--- src/rtl/brr_pkg.sv ---
// Package: shared state encoding for the short bus-reset requester.
// Assumes nothing beyond a single clock domain.
package brr_pkg;
    typedef enum logic [2:0] {
        BRR_IDLE     = 3'd0,
        BRR_WAITGAP  = 3'd1,
        BRR_ARB      = 3'd2,
        BRR_SHORT    = 3'd3,
        BRR_LONG     = 3'd4
    } brr_state_e;
endpackage

--- src/rtl/brr_timeout.sv ---
// Module: brr_timeout
// Counts time-base pulses while a request is pending and flags expiry.
// The count saturates at LIMIT. Assumes clear and run are never needed on the
// same cycle for different purposes; clear wins.
module brr_timeout #(
    parameter int LIMIT = 75000
) (
    input  logic clk,
    input  logic rst_n,
    input  logic clear,
    input  logic run,
    input  logic tick,
    output logic expired
);
    localparam int CNT_W = $clog2(LIMIT + 1);
    localparam logic [CNT_W-1:0] LIM = CNT_W'(LIMIT);

    logic [CNT_W-1:0] cnt_q;

    // Purpose: advance the saturating tick counter; clear on a new request.
    always_ff @(posedge clk) begin
        if (!rst_n || clear) begin
            cnt_q <= '0;
        end else if (run && tick && cnt_q != LIM) begin
            cnt_q <= cnt_q + 1'b1;
        end
    end

    assign expired = (cnt_q == LIM);

    // the counter never passes the limit
    a_r6_no_overrun: assert property (@(posedge clk) disable iff (!rst_n)
        cnt_q <= LIM);

    // without tick the count holds
    a_r6_hold_without_tick: assert property (@(posedge clk) disable iff (!rst_n)
        (!tick && !clear) |=> $stable(cnt_q));
endmodule

--- src/rtl/brr_fsm.sv ---
// Module: brr_fsm
// Sequences a software short-reset request: accept, wait for a gap,
// arbitrate, then issue a short reset on a win or a long reset on timeout.
// Assumes the write gate (no busy port) is computed by the caller.
module brr_fsm
    import brr_pkg::*;
(
    input  logic clk,
    input  logic rst_n,
    input  logic accept_ok,
    input  logic gap_seen,
    input  logic arb_won,
    input  logic expired,
    output logic timer_clear,
    output logic timer_run,
    output logic arb_req,
    output logic fair_cancel,
    output logic short_rst,
    output logic long_rst
);
    brr_state_e state_q, state_d;
    logic       cancel_q;
    logic       accept;

    assign accept = (state_q == BRR_IDLE) && accept_ok;

    // Purpose: choose the next state from the current one and the inputs.
    always_comb begin
        state_d = state_q;
        case (state_q)
            BRR_IDLE:    if (accept) state_d = BRR_WAITGAP;
            BRR_WAITGAP: begin
                if (expired)       state_d = BRR_LONG;
                else if (gap_seen) state_d = BRR_ARB;
            end
            BRR_ARB: begin
                if (arb_won)      state_d = BRR_SHORT;
                else if (expired) state_d = BRR_LONG;
            end
            BRR_SHORT:   state_d = BRR_IDLE;
            BRR_LONG:    state_d = BRR_IDLE;
            default:     state_d = BRR_IDLE;
        endcase
    end

    // Purpose: hold the state and the one-cycle cancel pulse.
    always_ff @(posedge clk) begin
        if (!rst_n) begin
            state_q  <= BRR_IDLE;
            cancel_q <= 1'b0;
        end else begin
            state_q  <= state_d;
            cancel_q <= accept;
        end
    end

    assign timer_clear = accept;
    assign timer_run   = (state_q == BRR_WAITGAP) || (state_q == BRR_ARB);
    assign arb_req     = (state_q == BRR_ARB);
    assign short_rst   = (state_q == BRR_SHORT);
    assign long_rst    = (state_q == BRR_LONG);
    assign fair_cancel = cancel_q;

    // a write refused in idle leaves the block idle
    a_r2_refused_stays_idle: assert property (@(posedge clk) disable iff (!rst_n)
        (state_q == BRR_IDLE && !accept_ok) |=> (state_q == BRR_IDLE));

    // the cancel pulse follows an accepted request
    a_r3_cancel_follows_accept: assert property (@(posedge clk) disable iff (!rst_n)
        fair_cancel |-> (state_q == BRR_WAITGAP));

    // arbitration begins only after a gap in the wait state
    a_r4_arb_after_gap: assert property (@(posedge clk) disable iff (!rst_n)
        $rose(arb_req) |-> ($past(gap_seen) && $past(state_q) == BRR_WAITGAP));

    // a short reset is a single-cycle pulse that follows a win
    a_r5_short_single: assert property (@(posedge clk) disable iff (!rst_n)
        short_rst |=> !short_rst);
    a_r5_short_after_win: assert property (@(posedge clk) disable iff (!rst_n)
        $rose(short_rst) |-> $past(arb_won));

    // a long reset is a single-cycle pulse that follows expiry
    a_r6_long_after_expiry: assert property (@(posedge clk) disable iff (!rst_n)
        long_rst |-> $past(expired));
    a_r6_long_single: assert property (@(posedge clk) disable iff (!rst_n)
        long_rst |=> !long_rst);

    // at most one of the command outputs at a time
    a_r5_exclusive_cmds: assert property (@(posedge clk) disable iff (!rst_n)
        $onehot0({arb_req, short_rst, long_rst}));
endmodule

--- src/rtl/bus_reset_req.sv ---
// Module: bus_reset_req (top)
// Software-initiated short bus-reset requester. Gates the request write on
// the per-port suspend/resume status, sequences arbitration through brr_fsm,
// and bounds the wait with brr_timeout. The request bit reads back as 0.
// Assumes all inputs are synchronous to clk.
module bus_reset_req #(
    parameter int NPORTS        = 3,
    parameter int TIMEOUT_TICKS = 75000
) (
    input  logic              clk,
    input  logic              rst_n,
    input  logic              req_wr,
    input  logic              req_wdata,
    input  logic [NPORTS-1:0] port_busy,
    input  logic              gap_seen,
    input  logic              arb_won,
    input  logic              tick,
    output logic              arb_req,
    output logic              fair_cancel,
    output logic              short_rst,
    output logic              long_rst,
    output logic              req_rdata
);
    logic any_busy;
    logic accept_ok;
    logic timer_clear;
    logic timer_run;
    logic expired;

    assign any_busy  = |port_busy;
    assign accept_ok = req_wr && req_wdata && !any_busy;
    assign req_rdata = 1'b0;

    brr_fsm u_fsm (
        .clk         (clk),
        .rst_n       (rst_n),
        .accept_ok   (accept_ok),
        .gap_seen    (gap_seen),
        .arb_won     (arb_won),
        .expired     (expired),
        .timer_clear (timer_clear),
        .timer_run   (timer_run),
        .arb_req     (arb_req),
        .fair_cancel (fair_cancel),
        .short_rst   (short_rst),
        .long_rst    (long_rst)
    );

    brr_timeout #(
        .LIMIT (TIMEOUT_TICKS)
    ) u_timeout (
        .clk     (clk),
        .rst_n   (rst_n),
        .clear   (timer_clear),
        .run     (timer_run),
        .tick    (tick),
        .expired (expired)
    );

    // a pending request is not restarted by a further write
    a_r7_no_recancel: assert property (@(posedge clk) disable iff (!rst_n)
        (arb_req || short_rst || long_rst) |=> !fair_cancel);
endmodule

--- config.mk ---
export PLATFORM = sky130hd
export DESIGN_NAME = bus_reset_req
export DESIGN_NICKNAME = d
export VERILOG_FILES = /design/src/rtl/brr_pkg.sv /design/src/rtl/brr_timeout.sv /design/src/rtl/brr_fsm.sv /design/src/rtl/bus_reset_req.sv
export SDC_FILE = /design/constraint.sdc
export NUM_CORES = 1
export LEC_CHECK = 0
export BUFFER_PORTS_ARGS = -buffer_cell sky130_fd_sc_hd__buf_2
export CORE_MARGIN = 5
export CORE_UTILIZATION = 50
export CTS_BUF_LIST = sky130_fd_sc_hd__clkbuf_4
export DETAILED_ROUTE_END_ITERATION = 10
export PLACE_DENSITY_LB_ADDON = 0.05
export SETUP_SLACK_MARGIN = 0.4
export SYNTH_ARGS = -nofsm -noshare
export SYNTH_HDL_FRONTEND = slang
export SYNTH_SLANG_ARGS = --single-unit
--- constraint.sdc ---
create_clock -name clk -period 2 [get_ports clk]
set_clock_uncertainty 0.1 [all_clocks]
set_input_delay 0 -clock clk [delete_from_list [all_inputs] [get_ports clk]]
set_output_delay 0 -clock clk [all_outputs]
set_load 0.03 [all_outputs]
==> summary.log <==
qor: cts.clk_slew_on_worst_s_h_paths 0.12 ns
qor: die.initial_utilization 0.534
qor: route.route.detailed.wl_per_inst 17.9 um
qor: yosys.synth_ff_type dfxtp_1
qor: cells_and_area.antenna_cells 0
qor: die.die_area 3490 sq um
qor: route.via_density_per_instance 6.17
qor: die.ios 15
qor: yosys.synth_simple_gate_area_share 0.350
qor: cts.cts-htree-levels 1
qor: cells_and_area.flow.area_growth_from_synthesis 49.6%
qor: die.num_rows 17
qor: setup_path.critPathKind flip-flop to flip-flop
qor: die.die_x 59.1 um
qor: route.drtPass1Iterations 4
qor: yosys.asyncSetResetFlopFracSynth 0
qor: global_route.globalRouteTotalUtil 0.203
qor: global_route.grt_max_degree 12
qor: sta.timing.setup.tns 0 ns
qor: setup_path.crit_path_max_fanout 7
qor: sta.clock.fmax 522 MHz
qor: yosys.post_synth_inst_count 135
qor: setup_path.startpoint_type flip-flop
qor: cts.worst_skew_pair.late_latency 0.32 ns
qor: placement.placement.io_buffers 13
qor: power_and_ir_drop.power_density 561 nW/um^2
qor: yosys.muxShareOfSynthArea 0.0177
qor: min_path.worst_hold_path_type input port to flip-flop
qor: power_and_ir_drop.power.static_leakage 0.655 nW
qor: yosys.synth.yosys.seq_area_share 0.349
qor: power_and_ir_drop.internal_power 0.689 mW
qor: sta.finalCritPeriodShare 0.958
qor: route.route.antenna.remaining_nets 0
qor: yosys.adder_cell_share_of_the_synthesized_area 0.0208
qor: route.wirelength 3780 um
qor: setup_path.worst-r2r-cell-count 4
qor: yosys.mappedNetlistNets 147
qor: global_route.grt_pass1_wl 5430 um
qor: cts.cts_sinks 21
qor: route.route.detailed.drc 0
qor: cells_and_area.stdcell_count 211
qor: placement.dpl.cell_count 184
qor: cts.clock_tree.root_cell clkbuf_4
qor: setup_path.arrival 2.08 ns
qor: sta.final_max_slew_viol_count 0
qor: yosys.compound_gate_portion_of_the_synthesized_area 0.127
qor: cells_and_area.post_route_cells_drive_above_1_share 0.497
qor: status.status completed
qor: yosys.synth_common_cells 21 x dfxtp_1, 12 x nand2_1
qor: yosys.netlist_area 1200 sq um
qor: setup_path.worstPathRequired 2.16 ns
qor: yosys.synth-edff-count 0
qor: power_and_ir_drop.net_sw_frac 0.320
qor: yosys.largest_family_of_logic_cells_by_synthesized_area simple AND/OR/NAND/NOR gates
qor: cts.tritoncts_clock_tree done
qor: yosys.ys_types 44
qor: sta.setup_viols_final 0
qor: route.dr.first_iter.drc_count 83
qor: yosys.ys_warn_count 0
qor: yosys.yosys.cell_count.top_type dfxtp_1
qor: power_and_ir_drop.clock_power_frac 0.226
qor: cts.clock_path_buffers 2
qor: min_path.worst_hold_path.num_cells 5
qor: yosys.synthTopCellsByArea dfxtp_1 35%, or4_1 4.4%, nand2_1 3.7%, nand4_1 3.6%, nor4b_1 3.6%
qor: die.die_span_y 59.1 um
qor: cts.cts_inserted_buffers 3
qor: yosys.post-synth-top-area-fraction 0.349
qor: cells_and_area.net_total_in_the_final_layout 196
qor: power_and_ir_drop.irDropWorstVdd 0.512 mV
qor: global_route.first_global_vias 1165
qor: die.core 2250 sq um
qor: sta.grt_setup_unrepaired true
qor: power_and_ir_drop.sequential_group_share_of_total_power 0.450
qor: placement.dp_hpwl 2160 um
qor: yosys.yosys.area_share.xor_xnor 0.0665
qor: yosys.post_synth.cell_area_avg 8.93 sq um
qor: yosys.synth.ff_latch_count 21
qor: sta.final-hold-violation-count 0
qor: global_route.globalRouteOverflowTotal 0
qor: yosys.largest_area_contributor_in_the_netlist dfxtp_1
qor: route.routed-via-count 1301
qor: setup_path.crit_path_end_kind flip-flop
qor: power_and_ir_drop.switching_component_of_the_power 0.323 mW
qor: sta.finalCriticalPeriod 1.92 ns
qor: global_route.initial_antenna_violation_count 0
qor: power_and_ir_drop.pwr-share-comb 0.324
qor: placement.routabilityCongestion 0.780
qor: flow_run.cap_violations 0
## cells by family after synthesis
kind of cell,count (synthesis)
flops,21
other cells,1
simple gates,67
compound gates,22
mux,2
fa+ha+maj,2
xor+xnor,7
buf+inv,13
## state kept, by name (all words and copies together) (netlist names)
signal and count:
u_timeout.cnt_q 17, u_fsm.fair_cancel 1, u_fsm.state_q 3
## final timing paths
path                        from             endpoint  slack, ns
max             u_fsm.state_q[2]  u_timeout.cnt_q[11]       0.08
max reg2reg     u_fsm.state_q[2]  u_timeout.cnt_q[11]       0.08
min reg2reg  u_timeout.cnt_q[15]  u_timeout.cnt_q[15]       0.41
min                         tick   u_timeout.cnt_q[7]       0.05
## metrics by stage
stage	setup WS [ns]	util	area, sq um	total power, mW	hold slack, ns
CTS	0.106	0.758	1710	0.959	0.0368
detailed placement	0.0692	0.607	1370	0.686	0.207
global placement	0.0890	0.607	1370	0.682	0.216
global route	0.0465	0.800	1800	1.05	0.0771
floorplan	0.0340	-	1220	0.630	0.0624
finish	0.0835	0.800	1800	1.01	0.0529
## power by group through the flow
stage               Sequential [mW]  Combinational (mW)  Clock, mW
finish                        0.455               0.328      0.228
global route                  0.457               0.342      0.247
CTS                           0.454               0.276      0.230
detailed placement            0.466               0.220          0
global placement              0.464               0.218          0
floorplan                     0.452               0.178          0
## layout make-up
class	count	area, sq um
timing repair buffer	50	415
multi-input combinational	101	857
fill	153	452
inverter	7	26.3
tap	28	35.0
clock buffer	4	30.0
sequential	21	439
## per-layer routing
metal,wire length (um),GRT usage,share of wire,vias to the layer above
met5,0,0,0,-
met2,1870,0.341,0.49,73
li1,-,-,-,603
met4,142,0.0680,0.038,0
met3,300,0.0436,0.079,24
met1,1470,0.257,0.39,601
## what timing repair did
action | 4_1_cts | 5_1_grt
setup endpoints to repair | 20 | 23
resized for setup | 39 | 24
buffers inserted | 14 | 1
gates cloned | 0 | 0
endpoints found under the hold margin | 10 | 0
hold buffers | 8 | 0
pin swaps | 16 | 5
## layout by cell type, fill, tap and decap left out, types with 2 or more instances in the layout
| cell type | instances |
|---|---|
| or4b_4 | 2 |
| nor4_1 | 2 |
| o31ai_1 | 2 |
| inv_2 | 2 |
| a21oi_2 | 5 |
| a211o_1 | 2 |
| o211ai_1 | 2 |
| a21oi_1 | 2 |
| dlygate4sd3_1 | 8 |
| nor3_1 | 3 |
| or4_4 | 4 |
| inv_1 | 5 |
| buf_6 | 12 |
| dfxtp_1 | 12 |
| buf_2 | 10 |
| or4_1 | 5 |
| o31ai_2 | 3 |
| buf_4 | 20 |
| dfxtp_4 | 3 |
| nor2_1 | 5 |
| or3_4 | 2 |
| nand4b_1 | 2 |
| nand3_1 | 4 |
| nand4_1 | 7 |
| clkbuf_4 | 4 |
| nor4b_1 | 4 |
| nand2_1 | 11 |
| xnor2_1 | 5 |
| dfxtp_2 | 6 |
## worst max-delay path, stage by stage, from the launching register on
cell      delay (ns)
dfxtp_2         0.34
nand4b_1        0.20
or4_4           0.60
or4_4           0.50
a21oi_2         0.12
Note: power is estimated with default switching activity, not from simulation.
